==> config.mk <==
export PLATFORM = sky130hd
export DESIGN_NAME = isq_idle_seq
export DESIGN_NICKNAME = d
export VERILOG_FILES = /design/src/rtl/isq_pkg.sv /design/src/rtl/isq_rst_sync.sv /design/src/rtl/isq_timer.sv /design/src/rtl/isq_osc_ready.sv /design/src/rtl/isq_stab_flag.sv /design/src/rtl/isq_idle_seq.sv
export SDC_FILE = /design/constraint.sdc
export NUM_CORES = 1
export LEC_CHECK = 0
export BUFFER_PORTS_ARGS = -buffer_cell sky130_fd_sc_hd__buf_2
export CELL_PAD_IN_SITES_DETAIL_PLACEMENT = 1
export CELL_PAD_IN_SITES_GLOBAL_PLACEMENT = 1
export CORE_MARGIN = 2
export CORE_UTILIZATION = 42
export CTS_CLUSTER_DIAMETER = 60
export CTS_CLUSTER_SIZE = 30
export DETAILED_ROUTE_END_ITERATION = 10
export GPL_TIMING_DRIVEN = 0
export PLACE_DENSITY = 0.76
export SLEW_MARGIN = 15
export SYNTH_ARGS = -nofsm -noshare
export SYNTH_HDL_FRONTEND = slang
export SYNTH_SLANG_ARGS = --single-unit
==> constraint.sdc <==
create_clock -name clk_i -period 1.6 [get_ports clk_i]
set_input_delay 0 -clock clk_i [delete_from_list [all_inputs] [get_ports clk_i]]
set_output_delay 0 -clock clk_i [all_outputs]
set_load 0.005 [all_outputs]
==> src/rtl/isq_pkg.sv <==
package isq_pkg;
  typedef enum logic [2:0] {
    M_PRI   = 3'd0,
    M_ENTER = 3'd1,
    M_IDLE  = 3'd2,
    M_WAKE  = 3'd3,
    M_RCRUN = 3'd4
  } isq_mode_e;
endpackage

==> src/rtl/isq_rst_sync.sv <==
module isq_rst_sync (
  input  logic clk_i,
  input  logic rst_ni,
  output logic rst_no
);
  logic [1:0] sync_q;

  always_ff @(posedge clk_i or negedge rst_ni) begin
    if (!rst_ni) sync_q <= 2'b00;
    else         sync_q <= {sync_q[0], 1'b1};
  end

  assign rst_no = sync_q[1];
endmodule

==> src/rtl/isq_timer.sv <==
// Saturating interval counter: fin_o marks the LIMIT-th running cycle.
module isq_timer #(
  parameter int unsigned LIMIT = 4
) (
  input  logic clk_i,
  input  logic rst_ni,
  input  logic clr_i,
  input  logic run_i,
  output logic fin_o
);
  localparam int unsigned W = $clog2(LIMIT + 1);
  localparam logic [W-1:0] LAST = W'(LIMIT - 1);

  logic [W-1:0] cnt_q, cnt_d;

  always_comb begin
    cnt_d = cnt_q;
    if (clr_i)                        cnt_d = '0;
    else if (run_i && cnt_q != LAST)  cnt_d = cnt_q + 1'b1;
  end

  always_ff @(posedge clk_i or negedge rst_ni) begin
    if (!rst_ni) cnt_q <= '0;
    else         cnt_q <= cnt_d;
  end

  assign fin_o = run_i & ~clr_i & (cnt_q == LAST);
endmodule

==> src/rtl/isq_osc_ready.sv <==
// Primary readiness: start-up tick count, then optional PLL lock wait.
module isq_osc_ready #(
  parameter int unsigned OST_TICKS  = 1024,
  parameter int unsigned PLL_CYCLES = 16000
) (
  input  logic clk_i,
  input  logic rst_ni,
  input  logic osc_en_i,
  input  logic tick_i,
  input  logic pll_use_i,
  output logic ready_o
);
  logic ost_ok_q, ost_ok_d, pll_ok_q, pll_ok_d;
  logic ost_fin, pll_fin;

  isq_timer #(.LIMIT(OST_TICKS)) u_ost (
    .clk_i (clk_i), .rst_ni(rst_ni),
    .clr_i (~osc_en_i),
    .run_i (tick_i & osc_en_i & ~ost_ok_q),
    .fin_o (ost_fin)
  );

  isq_timer #(.LIMIT(PLL_CYCLES)) u_pll (
    .clk_i (clk_i), .rst_ni(rst_ni),
    .clr_i (~osc_en_i),
    .run_i (ost_ok_q & pll_use_i & ~pll_ok_q),
    .fin_o (pll_fin)
  );

  always_comb begin
    ost_ok_d = ost_ok_q;
    pll_ok_d = pll_ok_q;
    if (!osc_en_i) begin
      ost_ok_d = 1'b0;
      pll_ok_d = 1'b0;
    end else begin
      if (ost_fin) ost_ok_d = 1'b1;
      if (pll_fin) pll_ok_d = 1'b1;
    end
  end

  always_ff @(posedge clk_i or negedge rst_ni) begin
    if (!rst_ni) begin
      ost_ok_q <= 1'b0;
      pll_ok_q <= 1'b0;
    end else begin
      ost_ok_q <= ost_ok_d;
      pll_ok_q <= pll_ok_d;
    end
  end

  assign ready_o = ost_ok_q & (~pll_use_i | pll_ok_q);
endmodule

==> src/rtl/isq_stab_flag.sv <==
// Internal-output stable flag with its settling window.
module isq_stab_flag #(
  parameter int unsigned STAB_CYCLES = 8000
) (
  input  logic clk_i,
  input  logic rst_ni,
  input  logic freq_on_i,
  input  logic drop_i,
  output logic stable_o
);
  logic stable_q, stable_d, fin;

  isq_timer #(.LIMIT(STAB_CYCLES)) u_stab (
    .clk_i (clk_i), .rst_ni(rst_ni),
    .clr_i (~freq_on_i | drop_i),
    .run_i (freq_on_i & ~stable_q),
    .fin_o (fin)
  );

  always_comb begin
    stable_d = stable_q;
    if (!freq_on_i || drop_i) stable_d = 1'b0;
    else if (fin)             stable_d = 1'b1;
  end

  always_ff @(posedge clk_i or negedge rst_ni) begin
    if (!rst_ni) stable_q <= 1'b0;
    else         stable_q <= stable_d;
  end

  assign stable_o = stable_q;
endmodule

==> src/rtl/isq_idle_seq.sv <==
module isq_idle_seq #(
  parameter int unsigned FREQ_W       = 3,
  parameter int unsigned ENTRY_CYCLES = 2,
  parameter int unsigned WAKE_CYCLES  = 80,
  parameter int unsigned STAB_CYCLES  = 8000,
  parameter int unsigned OST_TICKS    = 1024,
  parameter int unsigned PLL_CYCLES   = 16000
) (
  input  logic              clk_i,
  input  logic              rst_ni,
  input  logic              idle_en_i,
  input  logic [1:0]        clk_sel_i,
  input  logic [FREQ_W-1:0] freq_sel_i,
  input  logic              sleep_req_i,
  input  logic              wake_i,
  input  logic              prim_tick_i,
  input  logic              pll_use_i,
  input  logic              wdt_en_i,
  input  logic              fscm_en_i,
  output logic              cpu_clk_en_o,
  output logic              src_int_o,
  output logic              prim_osc_en_o,
  output logic              intosc_en_o,
  output logic              lfrc_en_o,
  output logic              int_stable_o,
  output logic              prim_run_o
);
  import isq_pkg::*;

  logic      rst_q;
  isq_mode_e st_q, st_d;
  logic      pend_q, pend_d;
  logic      ent_fin, wake_fin, prim_ready, hand_back, freq_on;
  logic      sel_lo_unused;

  assign sel_lo_unused = clk_sel_i[0];
  assign freq_on       = |freq_sel_i;

  isq_rst_sync u_rst (.clk_i(clk_i), .rst_ni(rst_ni), .rst_no(rst_q));

  isq_timer #(.LIMIT(ENTRY_CYCLES)) u_ent (
    .clk_i(clk_i), .rst_ni(rst_q),
    .clr_i(st_q != M_ENTER), .run_i(st_q == M_ENTER), .fin_o(ent_fin)
  );

  isq_timer #(.LIMIT(WAKE_CYCLES)) u_wake (
    .clk_i(clk_i), .rst_ni(rst_q),
    .clr_i(st_q != M_WAKE), .run_i(st_q == M_WAKE), .fin_o(wake_fin)
  );

  isq_osc_ready #(.OST_TICKS(OST_TICKS), .PLL_CYCLES(PLL_CYCLES)) u_rdy (
    .clk_i(clk_i), .rst_ni(rst_q),
    .osc_en_i(prim_osc_en_o), .tick_i(prim_tick_i),
    .pll_use_i(pll_use_i), .ready_o(prim_ready)
  );

  assign hand_back = (st_q == M_RCRUN) && prim_ready;

  isq_stab_flag #(.STAB_CYCLES(STAB_CYCLES)) u_stab (
    .clk_i(clk_i), .rst_ni(rst_q),
    .freq_on_i(freq_on), .drop_i(hand_back), .stable_o(int_stable_o)
  );

  // next-state
  always_comb begin
    st_d   = st_q;
    pend_d = pend_q;
    unique case (st_q)
      M_PRI:   if (sleep_req_i && idle_en_i && clk_sel_i[1]) st_d = M_ENTER;
      M_ENTER: begin
        if (wake_i)  pend_d = 1'b1;
        if (ent_fin) st_d   = M_IDLE;
      end
      M_IDLE:  if (wake_i || pend_q) begin
        st_d   = M_WAKE;
        pend_d = 1'b0;
      end
      M_WAKE:  if (wake_fin) st_d = M_RCRUN;
      M_RCRUN: if (hand_back) st_d = M_PRI;
      default: st_d = M_PRI;
    endcase
  end

  always_ff @(posedge clk_i or negedge rst_q) begin
    if (!rst_q) begin
      st_q   <= M_PRI;
      pend_q <= 1'b0;
    end else begin
      st_q   <= st_d;
      pend_q <= pend_d;
    end
  end

  // output decode
  always_comb begin
    cpu_clk_en_o  = 1'b0;
    src_int_o     = 1'b1;
    prim_osc_en_o = 1'b1;
    prim_run_o    = 1'b0;
    unique case (st_q)
      M_PRI:   begin cpu_clk_en_o = 1'b1; src_int_o = 1'b0; prim_run_o = 1'b1; end
      M_ENTER: begin src_int_o = 1'b0; prim_run_o = 1'b1; end
      M_IDLE:  prim_osc_en_o = 1'b0;
      M_WAKE:  ;
      M_RCRUN: cpu_clk_en_o = 1'b1;
      default: ;
    endcase
  end

  assign intosc_en_o = freq_on;
  assign lfrc_en_o   = wdt_en_i | fscm_en_i;
endmodule

== Word-level counts from Yosys, hierarchy flattened ==
Cells that the tools add are included.
W data, S select, Z words.
Operators by class
  add/sub/neg operators: 5
  $mul: 0
  divide/modulo/power cells: 0
  order comparisons: 0
  equal/unequal tests: 22
  shifts and indexed selects: 0
  muxes and demuxes: 29
  bitwise operators: 28
  reductions and logical operators: 26
Operators by type and width (count)
  $mux W14: 2
  $mux W13: 2
  $mux W11: 2
  $reduce_bool A2 Y1: 9
  $and A1 B1 Y1: 16
  $mux W3: 5
  $pmux W3 S5: 1
  $add A14 B1 Y14 const B: 1
  $eq A14 B14 Y1 const B: 1
  $mux W7: 2
  $ne A14 B14 Y1 const B: 1
  $add A13 B1 Y13 const B: 1
  $eq A13 B13 Y1 const B: 1
  $ne A13 B13 Y1 const B: 1
  $mux W1: 12
  $add A11 B1 Y11 const B: 1
  $eq A11 B10 Y1 const B: 1
  $ne A11 B10 Y1 const B: 1
  $ne A2 B2 Y1 const B: 5
  $not A1 Y1: 9
  $logic_and A1 B1 Y1: 8
  $add A7 B1 Y7 const B: 1
  $eq A7 B7 Y1 const B: 1
  $ne A7 B7 Y1 const B: 1
  18 further kinds: 25
Storage, ports and cells
  bits in registers: 56
  bits in latches: 0
  bits in writable memories: 0
  ROM bits: 0
  bits of input ports: 14
  output and inout port bits: 7
  logic and storage cells: 121
  memories: 0

== Depth between registers and ports, before layout ==
  depth in word-level cells: 10
  mapped depth: 6
  gate-level depth less buffers: 6

== Modules after synthesis ==
Synthesis repeated with hierarchy kept, for this count alone.
Unflattened totals
  cell total of the unflattened synthesis: 332
  area, all modules: 3244.4 µm²
By module, submodules not included
  isq_timer (u_rdy.u_pll): instances 1, cells an instance 84, area an instance 817.0 µm²
  isq_timer (u_stab.u_stab): instances 1, cells an instance 70, area an instance 683.2 µm²
  isq_timer (u_rdy.u_ost): instances 1, cells an instance 67, area an instance 673.1 µm²
  isq_timer (u_wake): instances 1, cells an instance 46, area an instance 461.7 µm²
  isq_idle_seq: instances 1, cells an instance 33, area an instance 280.3 µm²
  isq_timer (u_ent): instances 1, cells an instance 12, area an instance 122.6 µm²
  isq_osc_ready: instances 1, cells an instance 12, area an instance 97.6 µm²
  isq_stab_flag: instances 1, cells an instance 5, area an instance 55.1 µm²
  isq_rst_sync: instances 1, cells an instance 3, area an instance 53.8 µm²

== Least setup slack after synthesis ==
OpenSTA, ideal clock, no wires.
  kind: register to register
  start: register u_rdy.u_pll.cnt_q[8]
  end: register u_rdy.u_pll.cnt_q[2]
  setup time: 0.081 ns
  arrival: 1.680 ns
  slack: -0.160 ns
  cell stages (with the launch flop): 5
  clock period less this slack: 1.760 ns
  path through: dfrtp_1 > or3b_4 > or4_4 > and4_1 > nor3_2
On the way
  word-level cells in the longest chain between the ends: 3
RTL lines
  start: declaration: RTL line isq_timer.sv:14  | logic [W-1:0] cnt_q, cnt_d;
  start signal: assignment: RTL line isq_timer.sv:24  | else cnt_q <= cnt_d;
  $ne A14 B14 Y1: RTL line isq_timer.sv:19  | else if (run_i && cnt_q != LAST) cnt_d = cnt_q + 1'b1;
  $logic_and A1 B1 Y1: RTL line isq_timer.sv:19
  $reduce_bool A2 Y1 (no source line)
Every way passes these cells.
A chain may end at the register's enable or synchronous reset.

== Worst setup path after layout ==
  start: register u_rdy.u_pll.cnt_q[0]
  end: register u_rdy.u_pll.cnt_q[2]
On the way
  word-level cells in the longest chain between the ends: 3
  elaborated cells between the ends (all ways): 6
RTL lines (RTL line)
  $add A14 B1 Y14 or $ne A14 B14 Y1 (tied branches): isq_timer.sv:19
  $mux W14 or $logic_and A1 B1 Y1 (tied branches): isq_timer.sv:19
  $mux W14 or $reduce_bool A2 Y1 (tied branches)
Parallel ways exist; a longest one is shown, timed or not. The select of a mux whose other input is x is not followed.

==> results.sh <==
export IMPL_drv_slew=0
export IMPL_die_area_um2=7820
export IMPL_core_region_area_um2=6830
export IMPL_unrepaired_setup_endpoints_after_global_routing="yes"
export IMPL_wl_per_cell_um=19.7
export IMPL_global_route_usage_total=0.234
export IMPL_part_of_the_yosys_area_used_for_sequential_elements=0.468
export IMPL_finish_cell_count_without_fillers=482
export IMPL_place_detailed_hpwl_um=5230
export IMPL_synth_net_count=339
export IMPL_report_final_hold_viol_count=0
export IMPL_cts_max_level=2
export IMPL_power_per_cell_area_nw_per_um2=1050
export IMPL_worst_setup_path_end_kind="flop"
export IMPL_detail_route_wirelength_met1_um=4180
export IMPL_grt_ovfl_total=0
export IMPL_layout_common_cells="dfrtp_1, buf_4, nor2_1"
export IMPL_buffer_ports_inserted=19
export IMPL_first_global_vias=2899
export IMPL_timing_clock_skew_ns=0.0129
export IMPL_cts_buffers_inserted=5
export IMPL_final_nets=404
export IMPL_fp_row_count=30
export IMPL_totalWireLength_um=9510
export IMPL_syn_area_um2=2990
export IMPL_synthToLayoutAreaGrowth_pct=34.7
export IMPL_finalSetupViolations=14
export IMPL_detail_route_vias_per_cell=6.04
export IMPL_number_of_clock_sinks=56
export IMPL_final_worst_path_period_share=1.11
export IMPL_cellLeakagePower_nw=1.71
export IMPL_ys_warn_count=0
export IMPL_routed_wl_met2_um=4830
export IMPL_clock_latency_ns=0.32
export IMPL_violations="setup timing"
export IMPL_route_antenna_remaining_nets=0
export IMPL_number_of_synthesized_register_bits=56
export IMPL_worst_relative_slew_slack=0.516
export IMPL_gp_congestion=0.811
export IMPL_netlist_cell_type_count=53
export IMPL_crit_fanout=3
export IMPL_initialDrtViolationCount=88
export IMPL_pin_count_of_the_biggest_net_entering_global_routing=55
export IMPL_period_needed_ns=1.77
export IMPL_async_flop_share=1.00
export IMPL_detailroute_via_count=2909
export IMPL_most_common_cell_after_layout_fill_and_taps_aside="dfrtp_1"
export IMPL_drt_pass1_iterations=5
export IMPL_clk_pin_slew_worst_paths_ns=0.11
export IMPL_cell_count_post_placement=435
export IMPL_synth_edff_count=0
export IMPL_synthesized_netlist_cell_count=320
export IMPL_worst_endpoint_arrival_ns=2.01
export IMPL_clock_fmax_mhz=564
export IMPL_worst_pin_slew_ns=0.726
export IMPL_fin_tns_setup_ns=-0.941
export IMPL_floorplan_die_height_um=88.4
export IMPL_synthFlopType="dfrtp_1"
export IMPL_highest_layer="met4"
export IMPL_run_status="finished, violations left"
export IMPL_synthesis_area_per_instance_um2=9.35
export IMPL_initial_antenna_violation_count=0
export IMPL_max_cap_violations=0
export IMPL_wire_length_of_the_first_global_routing_pass_um=14100
export IMPL_n_antenna_cell=0
export IMPL_drive_gt1_frac=0.360
export IMPL_start_util=0.438
export IMPL_die_width_um=88.4
export IMPL_crit_type="reg2reg"
export IMPL_ir_worst_vdd_v=0.000777
export IMPL_remaining_drc_errors=0
export IMPL_met3_wirelength_um=237
export IMPL_timing_final_ws_setup_ns=-0.173
export IMPL_setup_worst_path_start_class="flop"
export IMPL_cp_required_ns=1.84
export IMPL_worst_hold_path_type="in2reg"
export IMPL_cts_root_to_sink_buffers=2
export IMPL_cts_root_buf="clkbuf_8"
export IMPL_cts_tree="done"
export IMPL_io_pins=21
[area by class of cell]
type / count / area [µm²]
Buffer: 7 / 61.3
Clock buffer: 7 / 96.3
Clock inverter: 1 / 30.0
Fill cell: 774 / 2800
Inverter: 13 / 48.8
Multi-Input combinational cell: 241 / 1830
Sequential cell: 56 / 1410
Tap cell: 96 / 120
Timing Repair Buffer: 61 / 429
[per-layer routing]
layer | track usage | vias up
met2 | 0.411 | 62
met4 | 0.0840 | 0
met1 | 0.296 | 1501
met5 | 0 | -
met3 | 0.0308 | 24
li1 | - | 1322
[Yosys cell counts (4+ instances only)]
| cell | instances | area [µm²] |
|---|---|---|
| a31oi_1 | 6 | 37.5 |
| clkbuf_1 | 9 | 33.8 |
| dfrtp_1 | 56 | 1400 |
| o21ai_0 | 14 | 70.1 |
| or3_1 | 7 | 43.8 |
| nand3_1 | 15 | 75.1 |
| or4_1 | 6 | 45.0 |
| and3_1 | 5 | 31.3 |
| xnor2_1 | 6 | 52.6 |
| nor3_1 | 12 | 60.1 |
| nor2_1 | 31 | 116 |
| ha_1 | 5 | 62.6 |
| nand4_1 | 10 | 62.6 |
| o21a_1 | 4 | 30.0 |
| a21oi_1 | 26 | 130 |
| inv_1 | 13 | 48.8 |
| xor2_1 | 4 | 35.0 |
| nand2_1 | 22 | 82.6 |
| o41ai_1 | 4 | 35.0 |
| nand2b_1 | 4 | 25.0 |
| nor4_1 | 6 | 37.5 |
| o31ai_1 | 7 | 52.6 |
[sequential cells by signal, indices dropped and copies added (netlist names)]
signal               flops
u_rdy.u_pll.cnt_q       14
u_stab.u_stab.cnt_q     13
u_rdy.pll_ok_q           1
u_rst.sync_q             2
u_rdy.ost_ok_q           1
u_stab.stable_o          1
st_q                     3
u_ent.cnt_q              2
u_rdy.u_ost.cnt_q       11
u_wake.cnt_q             7
pend_q                   1
[metrics by stage]
| step | utilization | cell area, µm² | hold WS (ns) | setup slack, ns | total power [mW] |
|---|---|---|---|---|---|
| finish | 0.590 | 4030 | 0.0224 | -0.173 | 4.23 |
| global route | 0.590 | 4030 | 0.0426 | -0.232 | 4.46 |
| detailed placement | 0.474 | 3240 | -0.212 | -0.506 | 2.76 |
| CTS | 0.549 | 3750 | 0.0191 | -0.124 | 4.05 |
| floorplan | - | 3020 | -0.296 | -0.0813 | 2.46 |
| global placement | 0.473 | 3230 | -0.214 | -0.525 | 2.70 |
[worst max-delay path, cell delays in order (launching register included)]
cell     delay, ns
dfrtp_1       0.39
ha_2          0.21
nand4_1       0.12
buf_4         0.17
or4_4         0.52
and4_1        0.18
nor3_2        0.10
[kinds of logic after synthesis]
family	after synthesis	synth area share
other cells	1	0.00125
compound gates	78	0.169
mux	2	0.00669
flops	56	0.468
buf+inv	23	0.0293
xor+xnor	10	0.0293
fa+ha+maj	5	0.0209
simple gates	145	0.275
[worst paths after layout]
| path | start | endpoint | slack (ns) | depth (start not counted) |
|---|---|---|---|---|
| min reg2reg | u_rst.sync_q[0]$_DFF_PN0_ | u_rst.sync_q[1]$_DFF_PN0_ | 0.36 | 0 |
| max reg2reg | u_rdy.u_pll.cnt_q[0]$_DFFE_PN0P_ | u_rdy.u_pll.cnt_q[2]$_DFFE_PN0P_ | -0.17 | 6 |
| min in group asynchronous | u_rst.sync_q[1]$_DFF_PN0_ | u_rdy.u_pll.cnt_q[12]$_DFFE_PN0P_ | 0.40 | 0 |
| max in group asynchronous | u_rst.sync_q[1]$_DFF_PN0_ | u_rdy.u_pll.cnt_q[7]$_DFFE_PN0P_ | 0.70 | 0 |
| max | u_rdy.u_pll.cnt_q[0]$_DFFE_PN0P_ | u_rdy.u_pll.cnt_q[2]$_DFFE_PN0P_ | -0.17 | 6 |
| min | wake_i | pend_q$_DFFE_PN0P_ | 0.02 | 3 |
[power breakdown]
| group | leakage [nW] | internal (mW) | switching [mW] |
|---|---|---|---|
| Sequential | 0.743 | 1.62 | 0.274 |
| Clock | 0.0645 | 0.554 | 0.490 |
| Combinational | 0.900 | 0.641 | 0.656 |
[what timing repair did]
item / in CTS / in global routing
endpoints found under the setup margin: 44 / 40
pin swaps: 14 / 13
endpoints found under the hold margin: 3 / 0
hold buffers: 3 / 0
gates cloned: 0 / 0
gates resized for setup: 48 / 35
setup buffers: 22 / 18
No activity file was read; power rests on OpenSTA's default activity.
